<file path="src/rtl/cbm_pkg.sv">
package cbm_pkg;

    typedef enum logic {
        MAP_FULL    = 1'b0,
        MAP_SEGMENT = 1'b1
    } map_mode_e;

endpackage

</file>
<file path="src/rtl/cbm_strobe_edge.sv">
module cbm_strobe_edge (
    input  logic clk,
    input  logic rst,
    input  logic strobe,
    output logic rise
);

    typedef struct packed {
        logic prev;
    } edge_state_t;

    edge_state_t st_d, st_q;

    always_comb begin
        st_d      = st_q;
        st_d.prev = strobe;
        if (rst) begin
            st_d.prev = 1'b0;
        end
    end

    always_ff @(posedge clk) begin
        st_q <= st_d;
    end

    assign rise = strobe & ~st_q.prev;

    AST_ONE_PULSE_PER_STROBE: assert property (@(posedge clk) disable iff (rst)
        rise |=> !rise) else $error("strobe produced two load pulses");

endmodule

</file>
<file path="src/rtl/cbm_bank_reg.sv">
module cbm_bank_reg #(
    parameter int BANK_W = 6
) (
    input  logic              clk,
    input  logic              rst,
    input  logic              load,
    input  logic [BANK_W-1:0] din,
    output logic [BANK_W-1:0] bank_q
);

    typedef struct packed {
        logic [BANK_W-1:0] bank;
    } bank_state_t;

    bank_state_t st_d, st_q;

    always_comb begin
        st_d = st_q;
        if (rst) begin
            st_d.bank = '0;
        end else if (load) begin
            st_d.bank = din;
        end
    end

    always_ff @(posedge clk) begin
        st_q <= st_d;
    end

    assign bank_q = st_q.bank;

    AST_RESET_CLEARS_BANK: assert property (@(posedge clk)
        rst |=> bank_q == '0) else $error("bank not cleared by reset");

    AST_LOAD_CAPTURES: assert property (@(posedge clk) disable iff (rst)
        load |=> bank_q == $past(din)) else $error("load did not capture");

    AST_HOLD_WITHOUT_LOAD: assert property (@(posedge clk) disable iff (rst)
        !load |=> $stable(bank_q)) else $error("bank moved without load");

endmodule

</file>
<file path="src/rtl/cbm_addr_map.sv">
module cbm_addr_map
    import cbm_pkg::*;
#(
    parameter int OFFS_W = 13,
    parameter int BANK_W = 6,
    parameter int SUB_W  = 4,
    parameter int SEG_W  = 2,
    localparam int ADDR_W = OFFS_W + BANK_W
) (
    input  map_mode_e         mode,
    input  logic              invert,
    input  logic [BANK_W-1:0] bank_raw,
    input  logic [SEG_W-1:0]  seg_sw,
    input  logic [OFFS_W-1:0] offs,
    output logic [ADDR_W-1:0] flash_addr
);

    logic [BANK_W-1:0] bank_eff;
    logic [BANK_W-1:0] bank_seg;

    genvar gi;
    generate
        for (gi = 0; gi < BANK_W; gi++) begin : g_pol
            assign bank_eff[gi] = bank_raw[gi] ^ invert;
        end
        if (SUB_W + SEG_W == BANK_W) begin : g_seg_exact
            assign bank_seg = {seg_sw, bank_eff[SUB_W-1:0]};
        end else begin : g_seg_pad
            assign bank_seg = BANK_W'({seg_sw, bank_eff[SUB_W-1:0]});
        end
    endgenerate

    always_comb begin
        unique case (mode)
            MAP_SEGMENT: flash_addr = {bank_seg, offs};
            default:     flash_addr = {bank_eff, offs};
        endcase
    end

endmodule

</file>
<file path="src/rtl/cart_bank_mapper.sv">
module cart_bank_mapper
    import cbm_pkg::*;
#(
    parameter int OFFS_W  = 13,
    parameter int BANK_W  = 6,
    parameter int SUB_W   = 4,
    parameter int SEG_W   = 2,
    parameter int CAP_LSB = 1,
    localparam int ADDR_W = OFFS_W + BANK_W
) (
    input  logic              clk,
    input  logic              rst,
    input  logic              win_sel,
    input  logic              rd_stb,
    input  logic              wr_stb,
    input  logic              ld_en_n,
    input  logic              invert_strap,
    input  logic              seg_mode_strap,
    input  logic [SEG_W-1:0]  seg_sw,
    input  logic [OFFS_W-1:0] cpu_addr,
    output logic [ADDR_W-1:0] flash_addr,
    output logic              flash_rd_en
);

    logic              wr_rise;
    logic              load;
    logic [BANK_W-1:0] cap_bits;
    logic [BANK_W-1:0] bank_raw;
    map_mode_e         mode;

    cbm_strobe_edge u_edge (
        .clk    (clk),
        .rst    (rst),
        .strobe (wr_stb),
        .rise   (wr_rise)
    );

    assign cap_bits = cpu_addr[CAP_LSB +: BANK_W];
    assign load     = wr_rise & win_sel & ~ld_en_n;

    cbm_bank_reg #(.BANK_W(BANK_W)) u_bank (
        .clk    (clk),
        .rst    (rst),
        .load   (load),
        .din    (cap_bits),
        .bank_q (bank_raw)
    );

    assign mode = seg_mode_strap ? MAP_SEGMENT : MAP_FULL;

    cbm_addr_map #(
        .OFFS_W (OFFS_W),
        .BANK_W (BANK_W),
        .SUB_W  (SUB_W),
        .SEG_W  (SEG_W)
    ) u_map (
        .mode       (mode),
        .invert     (invert_strap),
        .bank_raw   (bank_raw),
        .seg_sw     (seg_sw),
        .offs       (cpu_addr),
        .flash_addr (flash_addr)
    );

    assign flash_rd_en = win_sel & rd_stb & ~wr_stb;

    AST_RD_ONLY_IN_WINDOW: assert property (@(posedge clk) disable iff (rst)
        flash_rd_en |-> (win_sel && !wr_stb)) else $error("read enable outside window");

    AST_OFFSET_PASSES: assert property (@(posedge clk) disable iff (rst)
        flash_addr[OFFS_W-1:0] == cpu_addr) else $error("offset altered");

    AST_SEGMENT_PINNED: assert property (@(posedge clk) disable iff (rst)
        seg_mode_strap |-> flash_addr[ADDR_W-1 -: SEG_W] == seg_sw) else $error("segment bits wrong");

    AST_BANK_STEADY_OFF_WINDOW: assert property (@(posedge clk) disable iff (rst)
        !win_sel |=> $stable(bank_raw)) else $error("bank changed by off-window write");

endmodule

</file>
<file path="config.mk">
export PLATFORM = sky130hd
export DESIGN_NAME = cart_bank_mapper
export DESIGN_NICKNAME = d
export VERILOG_FILES = /design/src/rtl/cbm_pkg.sv /design/src/rtl/cbm_strobe_edge.sv /design/src/rtl/cbm_bank_reg.sv /design/src/rtl/cbm_addr_map.sv /design/src/rtl/cart_bank_mapper.sv
export SDC_FILE = /design/constraint.sdc
export NUM_CORES = 1
export LEC_CHECK = 0
export ABC_CLOCK_PERIOD_IN_PS = 1050
export CELL_PAD_IN_SITES_DETAIL_PLACEMENT = 0
export CELL_PAD_IN_SITES_GLOBAL_PLACEMENT = 1
export CORE_MARGIN = 2
export CORE_UTILIZATION = 18
export CTS_CLUSTER_DIAMETER = 200
export DETAILED_ROUTE_END_ITERATION = 6
export GPL_TIMING_DRIVEN = 0
export PLACE_DENSITY_LB_ADDON = 0.1
export SLEW_MARGIN = 30
export SYNTH_ARGS = -nofsm -noshare
export SYNTH_HDL_FRONTEND = slang
export SYNTH_SLANG_ARGS = --single-unit
</file>
<file path="constraint.sdc">
create_clock -name clk -period 1.05 [get_ports clk]
set_clock_uncertainty 0.2 [all_clocks]
set_input_delay 0.21 -clock clk [delete_from_list [all_inputs] [get_ports clk]]
set_output_delay 0.21 -clock clk [all_outputs]
set_load 0.01 [all_outputs]
</file>
Word level (Yosys, flattened, before mapping)
Index checks and enable logic that the tools add are counted.
{"block": "totals", "ff_bits": 7, "wordCells": 18, "out_inout_bits": 20, "in_bits": 23}
{"block": "op_classes", "muxes": 2, "n_bitwise": 14}
{"op": "$mux W19", "n": 1}
{"op": "$xor A1 B1 Y1", "n": 6}
{"op": "$and A1 B1 Y1", "n": 5}
{"op": "$not A1 Y1", "n": 3}
{"op": "$mux W1", "n": 1}

Logic depth before layout (Yosys ltp)
Gate-level depths: netlist of the first run.
{"block": "depth", "word_depth": 4, "ltp_mapped": 3, "depth_no_buf": 2}

By module
A second synthesis of the first run with hierarchy kept.
{"block": "unflattened", "hier_cells": 48, "hier_area_um2": 457.9}
{"mod": "cbm_bank_reg", "area_per_inst_um2": 214.0, "cells_each": 19, "seq_area_each_um2": 120.1, "instances": 1}
{"mod": "cbm_addr_map", "area_per_inst_um2": 178.9, "cells_each": 24, "seq_area_each_um2": 0.0, "instances": 1}
{"mod": "cbm_strobe_edge", "area_per_inst_um2": 47.5, "cells_each": 3, "seq_area_each_um2": 20.0, "instances": 1}
{"mod": "cart_bank_mapper", "area_per_inst_um2": 17.5, "cells_each": 2, "seq_area_each_um2": 0.0, "instances": 1}

Least setup slack after synthesis of the first run
No wires, ideal clock.
{"block": "synth_timing", "path_kind": "input to output", "from": "in invert_strap", "to": "out flash_addr[17]", "required_ns": 0.640, "slack_ns": -0.107, "path_stages": 3, "arrival_time_ns": 0.747, "path_buffers": 1, "cell_sequence": "buf_4 -> xnor2_1 -> o21ai_0"}
{"block": "synth_via", "elab_chain_cells": 2}
{"element": "from (decl)", "line": "cart_bank_mapper.sv:17", "text": "input logic invert_strap,"}
{"element": "$xor A1 B1 Y1", "line": "cbm_addr_map.sv:24", "text": "assign bank_eff[gi] = bank_raw[gi] ^ invert;"}
{"element": "$mux W19", "line": "cbm_addr_map.sv:34", "text": "unique case (mode)"}
{"element": "to (decl)", "line": "cart_bank_mapper.sv:21", "text": "output logic [ADDR_W-1:0] flash_addr,"}
No other way between the ends.

Worst setup path after layout of the first run
{"block": "layout_timing", "from": "reg u_bank.st_q (netlist bit u_bank.bank_q[4])", "to": "out flash_addr[17]"}
{"block": "layout_via", "elab_chain_cells": 2}
{"element": "from (decl)", "line": "cbm_bank_reg.sv:15", "text": "bank_state_t st_d, st_q;"}
{"element": "from (signal assigned)", "line": "cbm_bank_reg.sv:27", "text": "st_q <= st_d;"}
{"element": "$xor A1 B1 Y1", "line": "cbm_addr_map.sv:24"}
{"element": "$mux W19", "line": "cbm_addr_map.sv:34"}
No other way between the ends.

==> reports/results.txt, run 1 <==
Worst Hold Depth: 2
NumNets Final: 119
Critical Path Start Type: flop
R2r setup slk: -80 ps
CP max stage delay: 330 ps
Syn_nets: 78
Root buffer cell: clkbuf_4
Detailed-route DRC error count: 0
Sw Ratio: 0.253
DR vias: 466
Core area: 2520 um2
CP Max Fanout: 2
Area leader, netlist: dfxtp_1
H-tree depth: 1
Xor and xnor area share after synthesis: 0.107
Footprint of the multi-input gates: 246 um2
N_diodes: 0
Gpl congestion: 0.623
Hold Path Class: input port to flop
RSZ-0062 raised after global routing: true
Final worst slack: -298 ps
Sw Pwr: 0.000193 W
Sequential power share: 0.370
Post-Syn Instances: 55
Slew at the pin with the worst max-slew slack: 107 ps
Vias in the first global route: 466
Core Rows: 18
Status: complete, but fails checks
Slowest-stage cell, CP: dfxtp_2
Max Slew Vio Count: 0
Final cycle utilization of the critical path: 1.28
Initial antenna violation count: 0
Clk sinks: 7
Req. time, crit path: 640 ps
Largest net degree at the start of global routing: 11
Worst Setup End Kind: primary output
CTS Buffer Depth: 2
Largest family of logic cells by synthesized area: buffers and inverters
First-pass GRT wire length: 1910 um
Cts bufs inserted: 3
Via density: 3.73
Dpl cell area: 873 um2
Slew headroom: 0.927
Critical-path cell list: xnor2_2, o21ai_1, buf_2
Top cell type's share of synthesized area: 0.285
Die area: 3170 um2
Final instance area: 857 um2
VDD IR max: 0.388 mV
DRT iter0 DRCs: 5
Num ports: 43
Compound-cell area share of the yosys netlist: 0.0204
Post-synthesis adder-cell area fraction: 0
Antenna-violating nets left: 0
Clock slew at reported path FFs: 50 ps
Number of detailed-route iterations in the first pass: 4
Synth area leaders: dfxtp_1 (28%), buf_4 (21%), nand2b_1 (15%), mux2i_1 (12%), xor2_1 (7.1%)
Initial Util: 0.195
TNS Setup: -1890 ps
Netlist cell types: 13
Worst EP arrival: 940 ps
Skew-Pair Late Insertion Delay: 250 ps
Internal: 0.000569 W
Max_cap viols: 0
Mapped Area: 492 um2
Port Buf Inserts: 34
Tot GR Track Use: 0.0781
Final min period: 1350 ps
Placed instance count: 119
Fin. Hold Viols: 0
Layout cell share with drive strength beyond 1: 0.537
Synth Area in Simple Gates: 0.221
Post-synthesis mux area share: 0.122
Hold EP: u_edge.st_q$_SDFF_PP0_
Post-synthesis sequential area ratio: 0.285
Synth Register Bits: 7
Die width: 56.3 um
Worst reg2reg path depth: 3
Sequential cell area: 148 um2
Total power draw: 0.000761 W
Failing checks: setup timing
Kind of critical path: flop to primary output
Fmax: 742 MHz
Synth Area per Inst: 8.94 um2
Final setup vio count: 12
Comb pwr share: 0.311
CTS tree: built
Routed wire length: 1150 um
DP HPWL: 908 um
Worst reg2reg startpoint: u_edge.st_q$_SDFF_PP0_
Pwr/cell area: 888 nW/um2
FILL cells: 301
Finished Layout Cells: 125
Die Height: 56.3 um
YS warnings: 0
Min-delay src: wr_stb
Synth-to-Final Area Change: 74.3%
Drt wl/cell: 9.16 um
Hold Buf Count CTS: 0
Clk pwr share: 0.319
End of the worst register-to-register path: u_bank.bank_q[0]$_SDFFE_PP0P_
Fin util: 0.340
GRT overflow: 0
Pleak: 0.421 nW
## area by class of cell
cell class | instances | share of cell area
Multi-Input combinational cell | 32 | 0.288
Sequential cell | 7 | 0.172
Buffer | 16 | 0.149
Tap cell | 30 | 0.0438
Timing Repair Buffer | 36 | 0.317
Clock buffer | 4 | 0.0307
## worst max-delay path by stage
| stage | from | end | slack (ps) |
|---|---|---|---|
| 3_5_place_dp | seg_mode_strap | flash_addr[17] | -760 |
| 6_report | u_bank.bank_q[4]$_SDFFE_PP0P_ | flash_addr[17] | -300 |
| 3_3_place_gp | seg_mode_strap | flash_addr[18] | -760 |
| 4_1_cts | u_bank.bank_q[4]$_SDFFE_PP0P_ | flash_addr[17] | -300 |
| 5_1_grt | u_bank.bank_q[5]$_SDFFE_PP0P_ | flash_addr[18] | -350 |
| 2_1_floorplan | u_edge.st_q$_SDFF_PP0_ | u_bank.bank_q[0]$_SDFFE_PP0P_ | -20 |
## cell families after synthesis
family / Yosys count
multiplexers: 6
AO/OA/AOI/OAI: 2
flip-flops: 7
buffers and inverters: 16
XOR/XNOR: 6
AND/OR/NAND/NOR: 18
## cell usage after synthesis
cell type and n:
nand2_1 3, clkbuf_1 1, nor2_1 1, and4bb_1 1, buf_4 14, xnor2_1 2
nand2b_1 12, buf_6 1, nor2b_1 1, o21ai_0 2, xor2_1 4, mux2i_1 6
dfxtp_1 7
## registers in the layout, indices dropped and copies added (netlist names)
name	count
u_edge.st_q	1
u_bank.bank_q	6
## timing repair
action | in CTS | in global routing
pin swaps | 6 | 2
gates resized for setup | 99 | 9
setup buffers | 2 | 0
setup endpoints to repair | 27 | 18
## routing by layer
metal | global-route usage | part of all wire
met2 | 0.124 | 0.47
met1 | 0.0832 | 0.41
met5 | 0 | 0
met4 | 0.0408 | 0
met3 | 0.0415 | 0.12
## critical path: cells and delay by family, from the launching register on
family,cells,cell delay [ps]
xor gates and xnor gates,1,120
buffers and inverters,1,140
AOI/OAI and AO/OA,1,100
DFF,1,330
## power groups by stage
stage / logic, W / clock network (W) / registers, W
floorplan: 0.000121 / 0 / 0.000284
global placement: 0.000277 / 0 / 0.000285
detailed placement: 0.000277 / 0 / 0.000286
CTS: 0.000243 / 0.000259 / 0.000281
global route: 0.000258 / 0.000275 / 0.000282
finish: 0.000237 / 0.000243 / 0.000282
## through the flow
stage                     hold WS, ps  setup WS, ps
after floorplan                   138         -21.3
after global placement            273          -762
after detailed placement          279          -764
after CTS                        18.4          -305
after global routing             10.8          -351
final                           0.168          -298
## cell usage in the layout (no fill, tap or decap), drive strengths merged, types with 3 or more instances in the layout
cell / n
xor2: 4
dfxtp: 7
dlygate4sd2: 9
nand2b: 12
nand2: 3
clkbuf: 9
clkdlybuf4s50: 3
buf: 35
mux2i: 6
No activity file was read; power rests on OpenSTA's default activity.
==> run 2, diff against run 1 <==
- CORE_UTILIZATION: 18 -> 32
- DONT_BUFFER_PORTS: default -> 1
==> run 2 against run 1 <==
The flow still finishes with violations (setup timing). Critical path depth is 1 lower. First-iteration DRC count fell by 60%. Die area down 41%. Final area shrank 24%. Count of clock-buffer cells in the layout did not move. Critical path type unchanged. Global-route usage is 3.2 points higher. Sequential cell count unchanged.
==> reports/results.txt, run 2 (synthesized netlist as in run 1, its figures left out) <==
First-pass GRT wire length: 1500 um (-22%)
Cts bufs inserted: 3 (unchanged)
Synth-to-Final Area Change: 33.3%
DR vias: 377 (-19%)
Fin. Hold Viols: 0 (unchanged)
Most common cell after layout, fill and taps aside: buf_4
Antenna-violating nets left: 0 (unchanged)
Final cycle utilization of the critical path: 1.22 (-0.0653)
Core area: 1470 um2 (-42%)
Skew-Pair Late Insertion Delay: 250 ps (about the same)
Setup WS pre-CTS: -86.7 ps (+677 ps)
Max reg flops: 6 (unchanged)
Number of detailed-route iterations in the first pass: 2 (-2)
Final setup vio count: 12 (unchanged)
Slew headroom: 0.801 (-0.125)
Clk sinks: 7 (unchanged)
Sw Pwr: 0.000178 W (-7.5%)
Die Height: 43.2 um (-23%)
Pwr/cell area: 1060 nW/um2 (+19%)
Gpl congestion: 0.607 (-2.6%)
CP max stage delay: 330 ps (about the same)
CTS Buffer Depth: 2 (unchanged)
Comb pwr share: 0.240 (-0.071)
Req. time, crit path: 640 ps (about the same)
Critical-path cell list: xnor2_2, o21ai_2
DP HPWL: 834 um (-8.1%)
CTS tree: built
TNS Setup: -1740 ps (+151 ps)
Commonest cells after routing, fill and taps aside: buf_4 (13), nand2b_1 (12), dlygate4sd3_1 (8)
Placed instance count: 71 (-40%)
Fmax: 782 MHz (+5.4%)
Final min period: 1280 ps (-68.6 ps)
NumNets Final: 91 (-24%)
Sequential power share: 0.408 (+0.038)
Drt wl/cell: 12.6 um (+38%)
Buffers plus inverters on the worst setup path: 0 (-1)
Max Slew Vio Count: 0 (unchanged)
Root buffer cell: clkbuf_4
Hold Path Class: input port to flop
Fin Hold WS: 93.1 ps (+92.9 ps)
Tot GR Track Use: 0.110 (+0.0322)
Vias in the first global route: 363 (-22%)
Slew at the pin with the worst max-slew slack: 298 ps (+191 ps)
Layout cell share with drive strength beyond 1: 0.388 (-0.149)
Critical Path Start Type: flop
GRT overflow: 0 (unchanged)
H-tree depth: 1 (unchanged)
DRT iter0 DRCs: 2 (-3)
Largest net degree at the start of global routing: 11 (unchanged)
Port Buf Inserts: 0 (-100%)
Worst Setup End Kind: primary output
Pleak: 0.277 nW (-34%)
RSZ-0062 raised after global routing: true
Finished Layout Cells: 83 (-34%)
CP Max Fanout: 2 (unchanged)
Die area: 1870 um2 (-41%)
Detailed-route DRC error count: 0 (unchanged)
VDD IR max: 0.600 mV (+55%)
CP delay by family, top: flip-flops
Internal: 0.000514 W (-9.6%)
Via density: 4.54 (+22%)
Fin util: 0.446 (+0.106)
Initial antenna violation count: 0 (unchanged)
Slowest-stage cell, CP: dfxtp_2
Status: complete, but fails checks
Core Rows: 14 (-4)
Initial Util: 0.334 (+0.139)
Sw Ratio: 0.257 (+0.00438)
Num ports: 43 (unchanged)
Routed wire length: 1050 um (-8.5%)
Final worst slack: -229 ps (+68.6 ps)
Post-CTS Setup Bufs: 0 (-2)
Kind of critical path: flop to primary output
Clk pwr share: 0.353 (+0.034)
Clock slew at reported path FFs: 50 ps (about the same)
Worst EP arrival: 870 ps (-70 ps)
Max_cap viols: 0 (unchanged)
Failing checks: setup timing
N_diodes: 0 (unchanged)
Die width: 43.2 um (-23%)
## run 2: changes by cell type in the layout (fill, tap and decap cells not counted), moves of 5 or more
cell,change
buf_2,-11
dlygate4sd3_1,+8
dlygate4sd2_1,-9
buf_6,-6
clkbuf_2,-5
## run 2: path summary, 6_finish.rpt
check	to	from	slack [ps]	cells past startpoint
worst max-delay path	flash_addr[18]	u_bank.bank_q[5]$_SDFFE_PP0P_	-230	2
worst min-delay path	u_edge.st_q$_SDFF_PP0_	rst	90	2
worst max register to register	u_bank.bank_q[5]$_SDFFE_PP0P_	u_edge.st_q$_SDFF_PP0_	-100	3
worst min register to register	u_bank.bank_q[4]$_SDFFE_PP0P_	u_bank.bank_q[4]$_SDFFE_PP0P_	280	2
## run 2: final cells by class
type | instances | area (um2)
plain buffers | 16 | 124
clock buffers | 4 | 26.3
fillers | 163 | 816
multi-input cells | 32 | 262
flip-flops and latches | 7 | 144
well taps | 16 | 20.0
repair buffers | 8 | 80.1
## run 2: timing repair
action	in CTS	in global routing
pin swaps	1	1
endpoints found under the setup margin	12	12
resized for setup	4	4
hold endpoints to repair	7	0
hold buffers	8	0
## run 2: metal layers
| layer | vias to the layer above | global-route usage | part of all wire |
|---|---|---|---|
| li1 | 183 | - | - |
| met1 | 173 | 0.122 | 0.34 |
| met2 | 21 | 0.188 | 0.54 |
| met3 | 0 | 0.0468 | 0.12 |
| met4 | 0 | 0.0364 | 0 |
| met5 | - | 0 | 0 |
## run 2: through the flow
stage / cell area (um2) / power (W)
2_1_floorplan: 495 / 0.000405
3_3_place_gp: 515 / 0.000418
3_5_place_dp: 515 / 0.000420
4_1_cts: 632 / 0.000704
5_1_grt: 656 / 0.000736
6_report: 656 / 0.000692
## run 2: power groups by stage
stage | clock network (W) | logic (W) | registers (W)
after CTS | 0.000261 | 0.000162 | 0.000281
after global routing | 0.000277 | 0.000177 | 0.000283
after detailed placement | 0 | 0.000134 | 0.000286
after floorplan | 0 | 0.000121 | 0.000284
final | 0.000244 | 0.000166 | 0.000282
after global placement | 0 | 0.000133 | 0.000285
## run 2: worst register-to-register path, delay by kind of cell (launching register included)
| family | cells | cell delay, ps |
|---|---|---|
| buf+inv | 1 | 140 |
| flops | 1 | 290 |
| mux | 1 | 180 |
| simple gates | 1 | 260 |
